File: src/rtl/emmc_init_pkg.sv
package emmc_init_pkg;

    typedef enum logic [3:0] {
        STEP_NONE   = 4'd0,
        STEP_OPCOND = 4'd1,
        STEP_CID    = 4'd2,
        STEP_RCA    = 4'd3,
        STEP_CSD    = 4'd4,
        STEP_CLK    = 4'd5,
        STEP_SELECT = 4'd6,
        STEP_WIDTH  = 4'd7,
        STEP_EXTREG = 4'd8,
        STEP_CACHE  = 4'd9
    } step_e;

    typedef enum logic [2:0] {
        PH_IDLE, PH_ISSUE, PH_WAIT, PH_BUSY, PH_DATA, PH_DELAY, PH_DONE, PH_FAIL
    } phase_e;

    typedef enum logic [2:0] {
        RSP_NONE = 3'd0, RSP_R1 = 3'd1, RSP_R1B = 3'd2, RSP_R2 = 3'd3, RSP_R3 = 3'd4
    } rsp_e;

    typedef enum logic [2:0] {
        ERR_NONE = 3'd0, ERR_CONFIG = 3'd1, ERR_CMD = 3'd2, ERR_TIMEOUT = 3'd3, ERR_UNSUP = 3'd4
    } err_e;

    typedef enum logic [1:0] { BW_1 = 2'd0, BW_4 = 2'd1, BW_8 = 2'd2 } bw_e;

    typedef enum logic [1:0] { CLK_SLOW = 2'd0, CLK_20 = 2'd1, CLK_26 = 2'd2 } clk_e;

    typedef struct packed {
        logic [5:0]  opcode;
        logic [31:0] arg;
        rsp_e        rsp;
        logic        skip;
    } cmd_t;

    localparam int OCR_READY_BIT  = 31;
    localparam int OCR_SECTOR_BIT = 30;
    localparam int OCR_LOWV_BIT   = 7;
    localparam logic [31:0] OCR_HIGHV_MASK = 32'h00FF_8000;

    localparam logic [7:0] IDX_WIDTH = 8'd183;
    localparam logic [7:0] IDX_CACHE = 8'd33;

    // write-byte access to one extended-register index
    function automatic logic [31:0] switch_arg(input logic [7:0] idx, input logic [7:0] val);
        return {6'b0, 2'b11, idx, val, 8'h00};
    endfunction

    function automatic clk_e speed_to_clk(input logic [6:0] spd);
        if (spd[2:0] == 3'd2 && spd[6:3] == 4'd6) return CLK_26;
        if (spd[2:0] == 3'd2 && spd[6:3] == 4'd5) return CLK_20;
        return CLK_SLOW;
    endfunction

endpackage

File: src/rtl/emmc_cmd_builder.sv
module emmc_cmd_builder
    import emmc_init_pkg::*;
#(
    parameter logic [15:0] RCA = 16'h0001
) (
    input  step_e step,
    input  logic  host_v18,
    input  logic  host_v33,
    input  logic  host_bus8,
    input  logic  host_bus4,
    input  logic  lanes8,
    input  logic  cache_nz,
    output cmd_t  cmd,
    output bw_e   width_sel
);
    logic [31:0] ocr_arg;

    always_comb begin
        ocr_arg = 32'h0;
        ocr_arg[OCR_SECTOR_BIT] = 1'b1;
        if (host_v18) ocr_arg[OCR_LOWV_BIT] = 1'b1;
        if (host_v33) ocr_arg = ocr_arg | OCR_HIGHV_MASK;
    end

    always_comb begin
        if (host_bus8 && lanes8) width_sel = BW_8;
        else if (host_bus4)      width_sel = BW_4;
        else                     width_sel = BW_1;
    end

    always_comb begin
        cmd.opcode = 6'd0;
        cmd.arg    = 32'h0;
        cmd.rsp    = RSP_NONE;
        cmd.skip   = 1'b1;
        case (step)
            STEP_OPCOND: begin
                cmd.opcode = 6'd1; cmd.arg = ocr_arg; cmd.rsp = RSP_R3; cmd.skip = 1'b0;
            end
            STEP_CID: begin
                cmd.opcode = 6'd2; cmd.rsp = RSP_R2; cmd.skip = 1'b0;
            end
            STEP_RCA: begin
                cmd.opcode = 6'd3; cmd.arg = {RCA, 16'h0}; cmd.rsp = RSP_R1; cmd.skip = 1'b0;
            end
            STEP_CSD: begin
                cmd.opcode = 6'd9; cmd.arg = {RCA, 16'h0}; cmd.rsp = RSP_R2; cmd.skip = 1'b0;
            end
            STEP_SELECT: begin
                cmd.opcode = 6'd7; cmd.arg = {RCA, 16'h0}; cmd.rsp = RSP_R1B; cmd.skip = 1'b0;
            end
            STEP_WIDTH: begin
                cmd.opcode = 6'd6;
                cmd.arg    = switch_arg(IDX_WIDTH, (width_sel == BW_8) ? 8'd2 : 8'd1);
                cmd.rsp    = RSP_R1B;
                cmd.skip   = (width_sel == BW_1);
            end
            STEP_EXTREG: begin
                cmd.opcode = 6'd8; cmd.rsp = RSP_R1; cmd.skip = 1'b0;
            end
            STEP_CACHE: begin
                cmd.opcode = 6'd6;
                cmd.arg    = switch_arg(IDX_CACHE, 8'd1);
                cmd.rsp    = RSP_R1B;
                cmd.skip   = !cache_nz;
            end
            default: ;
        endcase
    end
endmodule

File: src/rtl/emmc_delay_timer.sv
module emmc_delay_timer #(
    parameter int CYCLES = 1000000
) (
    input  logic clk,
    input  logic rst,
    input  logic kick,
    output logic expired
);
    localparam int CW = $clog2(CYCLES + 1);
    localparam logic [CW-1:0] LAST = CW'(CYCLES - 1);

    logic [CW-1:0] cnt;
    logic          run;

    assign expired = run && (cnt == LAST);

    always_ff @(posedge clk) begin
        if (rst) begin
            run <= 1'b0;
            cnt <= '0;
        end else if (kick) begin
            run <= 1'b1;
            cnt <= '0;
        end else if (run) begin
            if (cnt == LAST) run <= 1'b0;
            else             cnt <= cnt + 1'b1;
        end
    end
endmodule

File: src/rtl/emmc_extreg_capture.sv
module emmc_extreg_capture #(
    parameter int NBYTES   = 512,
    parameter int SEC_LO   = 212,
    parameter int CACHE_LO = 249
) (
    input  logic        clk,
    input  logic        rst,
    input  logic        clear,
    input  logic        en,
    input  logic        byte_valid,
    input  logic [7:0]  byte_data,
    output logic [31:0] sector_count,
    output logic        cache_nz,
    output logic        complete
);
    localparam int CW = $clog2(NBYTES + 1);

    logic [CW-1:0] cnt;

    assign complete = (cnt == CW'(NBYTES));

    always_ff @(posedge clk) begin
        if (rst || clear) begin
            cnt          <= '0;
            sector_count <= 32'h0;
            cache_nz     <= 1'b0;
        end else if (en && byte_valid && !complete) begin
            cnt <= cnt + 1'b1;
            for (int i = 0; i < 4; i++) begin
                if (cnt == CW'(SEC_LO + i))
                    sector_count[8*i +: 8] <= byte_data;
                if (cnt == CW'(CACHE_LO + i) && byte_data != 8'h00)
                    cache_nz <= 1'b1;
            end
        end
    end
endmodule

File: src/rtl/emmc_init_seq.sv
module emmc_init_seq
    import emmc_init_pkg::*;
#(
    parameter int          RETRY_MAX    = 1000,
    parameter int          DELAY_CYCLES = 1000000,
    parameter logic [15:0] RCA          = 16'h0001,
    parameter int          EXT_BYTES    = 512
) (
    input  logic         clk,
    input  logic         rst,
    input  logic         start,
    input  logic         host_spi,
    input  logic         host_v18,
    input  logic         host_v33,
    input  logic         host_bus8,
    input  logic         host_bus4,
    input  logic         lanes8,
    output logic         cmd_valid,
    output logic [5:0]   cmd_opcode,
    output logic [31:0]  cmd_arg,
    output logic [2:0]   cmd_rsp_type,
    input  logic         cmd_done,
    input  logic         cmd_err,
    input  logic         busy,
    input  logic [31:0]  rsp_short,
    input  logic [127:0] rsp_long,
    input  logic         reg_byte_valid,
    input  logic [7:0]   reg_byte,
    output logic         init_done,
    output logic         init_err,
    output logic [2:0]   err_code,
    output logic [3:0]   err_step,
    output logic         is_mmc,
    output logic         high_cap,
    output logic         cap_1v8,
    output logic         cap_3v,
    output logic         sig_1v8_sel,
    output logic [1:0]   clk_sel,
    output logic [15:0]  rca,
    output logic [31:0]  sector_count,
    output logic [1:0]   bus_width
);
    localparam int AW = $clog2(RETRY_MAX + 1);
    localparam logic [AW-1:0] LAST_TRY = AW'(RETRY_MAX - 1);

    phase_e        phase;
    step_e         step;
    step_e         resume;
    logic [AW-1:0] attempts;
    logic [6:0]    speed;
    cmd_t          cmd;
    bw_e           width_sel;
    logic          cache_nz;
    logic          ext_complete;
    logic          timer_kick;
    logic          timer_expired;
    logic          start_ok;
    logic          ocr_ready;
    logic          need_delay;
    logic          unused_bits;

    assign unused_bits = ^{rsp_long[125:104], rsp_long[103], rsp_long[95:0],
                           rsp_short[29:24], rsp_short[14:8], rsp_short[6:0]};

    emmc_cmd_builder #(.RCA(RCA)) u_builder (
        .step(step), .host_v18(host_v18), .host_v33(host_v33),
        .host_bus8(host_bus8), .host_bus4(host_bus4), .lanes8(lanes8),
        .cache_nz(cache_nz), .cmd(cmd), .width_sel(width_sel)
    );

    emmc_delay_timer #(.CYCLES(DELAY_CYCLES)) u_timer (
        .clk(clk), .rst(rst), .kick(timer_kick), .expired(timer_expired)
    );

    emmc_extreg_capture #(.NBYTES(EXT_BYTES)) u_capture (
        .clk(clk), .rst(rst),
        .clear(start_ok || (phase == PH_ISSUE && step == STEP_EXTREG)),
        .en(phase == PH_DATA), .byte_valid(reg_byte_valid), .byte_data(reg_byte),
        .sector_count(sector_count), .cache_nz(cache_nz), .complete(ext_complete)
    );

    assign start_ok     = start && (phase == PH_IDLE || phase == PH_DONE || phase == PH_FAIL);
    assign cmd_valid    = (phase == PH_ISSUE) && !cmd.skip;
    assign cmd_opcode   = cmd.opcode;
    assign cmd_arg      = cmd.arg;
    assign cmd_rsp_type = cmd.rsp;
    assign init_done    = (phase == PH_DONE);
    assign init_err     = (phase == PH_FAIL);

    assign ocr_ready  = rsp_short[OCR_READY_BIT];
    assign need_delay = ocr_ready ? (host_v18 && rsp_short[OCR_LOWV_BIT])
                                  : (attempts != LAST_TRY);
    assign timer_kick = (phase == PH_WAIT) && cmd_done && !cmd_err &&
                        (step == STEP_OPCOND) && need_delay;

    always_ff @(posedge clk) begin
        if (rst) begin
            phase       <= PH_IDLE;
            step        <= STEP_NONE;
            resume      <= STEP_NONE;
            attempts    <= '0;
            speed       <= 7'h0;
            err_code    <= ERR_NONE;
            err_step    <= 4'd0;
            is_mmc      <= 1'b0;
            high_cap    <= 1'b0;
            cap_1v8     <= 1'b0;
            cap_3v      <= 1'b0;
            sig_1v8_sel <= 1'b0;
            clk_sel     <= CLK_SLOW;
            rca         <= 16'h0;
            bus_width   <= BW_1;
        end else begin
            case (phase)
                PH_IDLE, PH_DONE, PH_FAIL: begin
                    if (start_ok) begin
                        attempts    <= '0;
                        err_code    <= ERR_NONE;
                        err_step    <= 4'd0;
                        is_mmc      <= 1'b0;
                        high_cap    <= 1'b0;
                        cap_1v8     <= 1'b0;
                        cap_3v      <= 1'b0;
                        sig_1v8_sel <= 1'b0;
                        clk_sel     <= CLK_SLOW;
                        rca         <= 16'h0;
                        bus_width   <= BW_1;
                        if (host_spi) begin
                            phase    <= PH_FAIL;
                            step     <= STEP_NONE;
                            err_code <= ERR_CONFIG;
                        end else begin
                            phase <= PH_ISSUE;
                            step  <= STEP_OPCOND;
                        end
                    end
                end
                PH_ISSUE: begin
                    if (cmd.skip) begin
                        if (step == STEP_CLK) clk_sel <= speed_to_clk(speed);
                        if (step == STEP_CACHE) phase <= PH_DONE;
                        else                    step  <= step_e'(step + 4'd1);
                    end else begin
                        phase <= PH_WAIT;
                    end
                end
                PH_WAIT: begin
                    if (cmd_done) begin
                        if (cmd_err) begin
                            phase    <= PH_FAIL;
                            err_code <= ERR_CMD;
                            err_step <= step;
                        end else begin
                            case (step)
                                STEP_OPCOND: begin
                                    is_mmc <= 1'b1;
                                    if (ocr_ready) begin
                                        cap_1v8  <= rsp_short[OCR_LOWV_BIT];
                                        cap_3v   <= |(rsp_short & OCR_HIGHV_MASK);
                                        high_cap <= rsp_short[OCR_SECTOR_BIT];
                                        if (need_delay) begin
                                            sig_1v8_sel <= 1'b1;
                                            resume      <= STEP_CID;
                                            phase       <= PH_DELAY;
                                        end else begin
                                            step  <= STEP_CID;
                                            phase <= PH_ISSUE;
                                        end
                                    end else if (attempts == LAST_TRY) begin
                                        phase    <= PH_FAIL;
                                        err_code <= ERR_TIMEOUT;
                                        err_step <= STEP_OPCOND;
                                    end else begin
                                        attempts <= attempts + 1'b1;
                                        resume   <= STEP_OPCOND;
                                        phase    <= PH_DELAY;
                                    end
                                end
                                STEP_CSD: begin
                                    if (rsp_long[127:126] < 2'd2) begin
                                        phase    <= PH_FAIL;
                                        err_code <= ERR_UNSUP;
                                        err_step <= STEP_CSD;
                                    end else begin
                                        speed <= rsp_long[102:96];
                                        step  <= STEP_CLK;
                                        phase <= PH_ISSUE;
                                    end
                                end
                                STEP_EXTREG: phase <= PH_DATA;
                                default: begin
                                    if (step == STEP_RCA) rca <= RCA;
                                    if (cmd.rsp == RSP_R1B) begin
                                        phase <= PH_BUSY;
                                    end else begin
                                        step  <= step_e'(step + 4'd1);
                                        phase <= PH_ISSUE;
                                    end
                                end
                            endcase
                        end
                    end
                end
                PH_BUSY: begin
                    if (!busy) begin
                        if (step == STEP_WIDTH) bus_width <= width_sel;
                        if (step == STEP_CACHE) begin
                            phase <= PH_DONE;
                        end else begin
                            step  <= step_e'(step + 4'd1);
                            phase <= PH_ISSUE;
                        end
                    end
                end
                PH_DATA: begin
                    if (ext_complete) begin
                        step  <= STEP_CACHE;
                        phase <= PH_ISSUE;
                    end
                end
                PH_DELAY: begin
                    if (timer_expired) begin
                        step  <= resume;
                        phase <= PH_ISSUE;
                    end
                end
                default: phase <= PH_IDLE;
            endcase
        end
    end
endmodule

File: config.mk
export PLATFORM = sky130hd
export DESIGN_NAME = emmc_init_seq
export DESIGN_NICKNAME = d
export VERILOG_FILES = /design/src/rtl/emmc_init_pkg.sv /design/src/rtl/emmc_cmd_builder.sv /design/src/rtl/emmc_delay_timer.sv /design/src/rtl/emmc_extreg_capture.sv /design/src/rtl/emmc_init_seq.sv
export SDC_FILE = /design/constraint.sdc
export NUM_CORES = 1
export LEC_CHECK = 0
export ABC_CLOCK_PERIOD_IN_PS = 3700
export BUFFER_PORTS_ARGS = -buffer_cell sky130_fd_sc_hd__buf_2
export CORE_UTILIZATION = 45
export DETAILED_ROUTE_END_ITERATION = 12
export PLACE_DENSITY_LB_ADDON = 0.3
export SYNTH_ARGS = -nofsm -noshare
export SYNTH_HDL_FRONTEND = slang
export SYNTH_SLANG_ARGS = --single-unit
File: constraint.sdc
create_clock -name clk -period 3.7 [get_ports clk]
set_clock_uncertainty 0.2 [all_clocks]
set_input_delay 0.925 -clock clk [delete_from_list [all_inputs] [get_ports clk]]
set_output_delay 0.925 -clock clk [all_outputs]
set_load 0.05 [all_outputs]
==> impl_metrics.csv <==
group,metric,value,unit
yosys,ys_async_sr_fraction,0,%
critical_path,criticalPathCategory,"reg -> out",
routing,drc,0,
critical_path,critPathCaptureType,"output port",
routing,wl_met1,6.59,mm
yosys,synth_cell_types,68,
pwr,p_leak,0.00279,uW
critical_path,cp.required,2570,ps
cells_and_area,final_cell_mix,"buf_2 (114), dfxtp_1 (107), nand2_1 (84), nor2_1 (76), a21oi_1 (66)",
yosys,synthCells,712,
critical_path,cpPeakStageDelay,560,ps
clock_network,clock-sinks,107,
critical_path,worst-path-buf-inv,3,
routing,vias,5249,
global_routing,globalRoute.totalOverflow,0,
critical_path,crit_family,"simple AND/OR/NAND/NOR gates",
yosys,synth_top_family_by_area,"simple AND/OR/NAND/NOR gates",
cells_and_area,drive_gt1_share,19.6,%
yosys,synth-xor-area-share,4.95,%
yosys,synth_area,5660,um2
critical_path,worst_setup_path_start_kind,"register",
cells_and_area,diodes,0,
cells_and_area,final_cells,978,
timing,period_minus_slack,3590,ps
clock_network,cts_tree,"yes",
routing,vias_per_cell,5.37,
cells_and_area,multi_input_area,3120,um2
routing,drt_wl_total,15.0,mm
yosys,synth_edf_count,0,
yosys,yosys_warnings,0,
routing,detail-route-antenna-nets,0,
cells_and_area,fin_util,53.7,%
yosys,ys_seq_elements,107,
hold_path,min_path_type,"reg -> reg",
floorplanning,die_w,114,um
timing,hold_violations,0,
floorplanning,initial_utilization,46.6,%
routing,drt_iter0_drc,307,
critical_path,critPathMaxFanout,7,
timing,relSlewSlack,40.1,%
timing,hold-worst-slack,251,ps
clock_network,cts_buffer_depth,2,
critical_path,cp_cell_sequence,"inv_1 -> ha_1 -> or3b_2 -> inv_1 -> nand2_1 -> nand2_1 -> buf_2",
timing,finalCritPeriodShare,96.9,%
cells_and_area,nFillCells,1170,
yosys,synth_compound_area_share,15.2,%
global_routing,grt_pass1_vias,4722,
critical_path,cp.arrival,2460,ps
floorplanning,die_h,114,um
global_routing,grt_use_total,23.4,%
placed_design,port_buffers,114,
routing,wl_met3,817,um
floorplanning,row_count,40,
clock_network,htreeDepth,3,
clock_network,numCtsBuffers,9,
placed_design,dp.cells,962,
timing,fmaxAchievable,279,MHz
floorplanning,core,12200,um2
routing,wl_met2,7.16,mm
floorplanning,ios,289,
clock_network,worstSkewPairLatency,360,ps
clock_network,clk_pin_slew,70,ps
cells_and_area,regArea,2140,um2
floorplanning,fp.dieArea,13000,um2
pwr,p_per_area,566,nW/um2
yosys,yosys.area_share.simple,27.6,%
placed_design,place.gp.congestion,0.956,
routing,top_layer,"met4",
cells_and_area,areaGrowthSynthToFinish,15.3,%
flow_run,max-cap-violations,0,
timing,setup_viol,0,
critical_path,worst_path_max_delay_cell,"or3b_2",
global_routing,grt_max_degree,44,
placed_design,dp_hpwl,11.1,mm
timing,rsz0062_at_grt,"yes",
global_routing,grt_pass1_wl,23.8,mm
status,status,"finished clean",
routing,routedWlPerCell,15.4,um
timing,worst_slew_pin_slew,888,ps
clock_network,cts-root-buf,"clkbuf_16",
yosys,synth_adder_area_share,2.21,%
cells_and_area,layout_commonest_cell,"buf_2",
clock_network,cts_setup_buffers,0,
yosys,synth_flop_cell,"dfxtp_1",
pwr,ir_drop,0.299,mV
routing,firstDrtPassIters,5,
yosys,seq_area_frac_synth,37.8,%
global_routing,antenna_found_initial,0,
yosys,synth.area.mux_share,2.83,%
timing,slew_viol_final,0,
cells_and_area,final_nets,996,
yosys,synth.avg_cell_area,7.95,um2
## cells by family (layout without fill, tap and decap cells)
kind of cell / count (synthesis) / count (layout)
simple gates: 311 / 311
compound gates: 135 / 135
flops: 107 / 107
buf+inv: 100 / 165
xor+xnor: 32 / 32
mux: 16 / 16
fa+ha+maj: 10 / 10
other cells: 1 / 34
## registers in the layout, indices dropped and copies added (netlist names)
register and flops:
err_code 3, err_step 4, bus_width 2, resume 2, is_mmc 1, cap_1v8 1
speed 7, clk_sel 2, u_capture.cnt 10, u_timer.cnt 20, step 4, rca 1
attempts 10, u_capture.sector_count 32, cap_3v 1, high_cap 1, u_timer.run 1, phase 3
sig_1v8_sel 1, u_capture.cache_nz 1
## area by class of cell
cell class | count | share of cell area [%]
timing repair buffer | 126 | 10.1
clock inverter | 4 | 0.862
multi-input combinational | 538 | 47.7
clock buffer | 12 | 3.93
inverter | 23 | 1.32
sequential | 107 | 32.8
tap | 168 | 3.22
## path summary, 6_finish.rpt
kind	depth (start not counted)	startpoint	slack [ps]	to
min reg2reg	2	u_capture.sector_count[11]	250	u_capture.sector_count[11]
max reg2reg	6	phase[2]	690	u_capture.sector_count[27]
max	7	step[1]	110	cmd_arg[23]
min	2	u_capture.sector_count[11]	250	u_capture.sector_count[11]
## cells in the mapped netlist, drive strengths merged, types with 16 or more instances
cell type | n | area (um2)
nor3 | 19 | 95.1
clkbuf | 36 | 135
inv | 22 | 82.6
o21ai | 16 | 80.1
nor2 | 76 | 285
mux2i | 16 | 160
a21oi | 66 | 330
buf | 41 | 304
xor2 | 19 | 166
nand3 | 54 | 270
dfxtp | 107 | 2140
nand2 | 84 | 315
## metal layers
metal / track usage, % / up-vias
met5: 0 / -
met4: 11.2 / 0
met3: 4.66 / 27
met2: 38.1 / 178
met1: 29.8 / 2455
li1: - / 2589
## per-stage QoR
| stage | instance area (um2) | power [uW] | setup TNS [ps] | setup slack (ps) |
|---|---|---|---|---|
| after global placement | 6220 | 2670 | 0 | 455 |
| after global routing | 6530 | 3860 | -0.424 | -0.424 |
| after floorplan | 5790 | 2400 | 0 | 40.2 |
| after detailed placement | 6220 | 2690 | 0 | 463 |
| after CTS | 6530 | 3700 | 0 | 108 |
| final | 6530 | 3690 | 0 | 113 |
## report_power, final
part	internal, uW	switching, uW
Clock	567	443
Combinational	397	994
Sequential	1210	87.6
## what timing repair did
item                                    4_1_cts  5_1_grt
gates resized for setup                       0        0
endpoints found under the setup margin        0        1
hold buffers                                  0        0
## worst register-to-register path: stages, from the launching register on
cell and delay [ps]:
dfxtp_1 690, nor3b_1 550, o311a_1 380, and3_1 530, nand2_1 320, nand2_1 150
a21oi_1 70
Note: power is estimated with default switching activity, not from simulation.
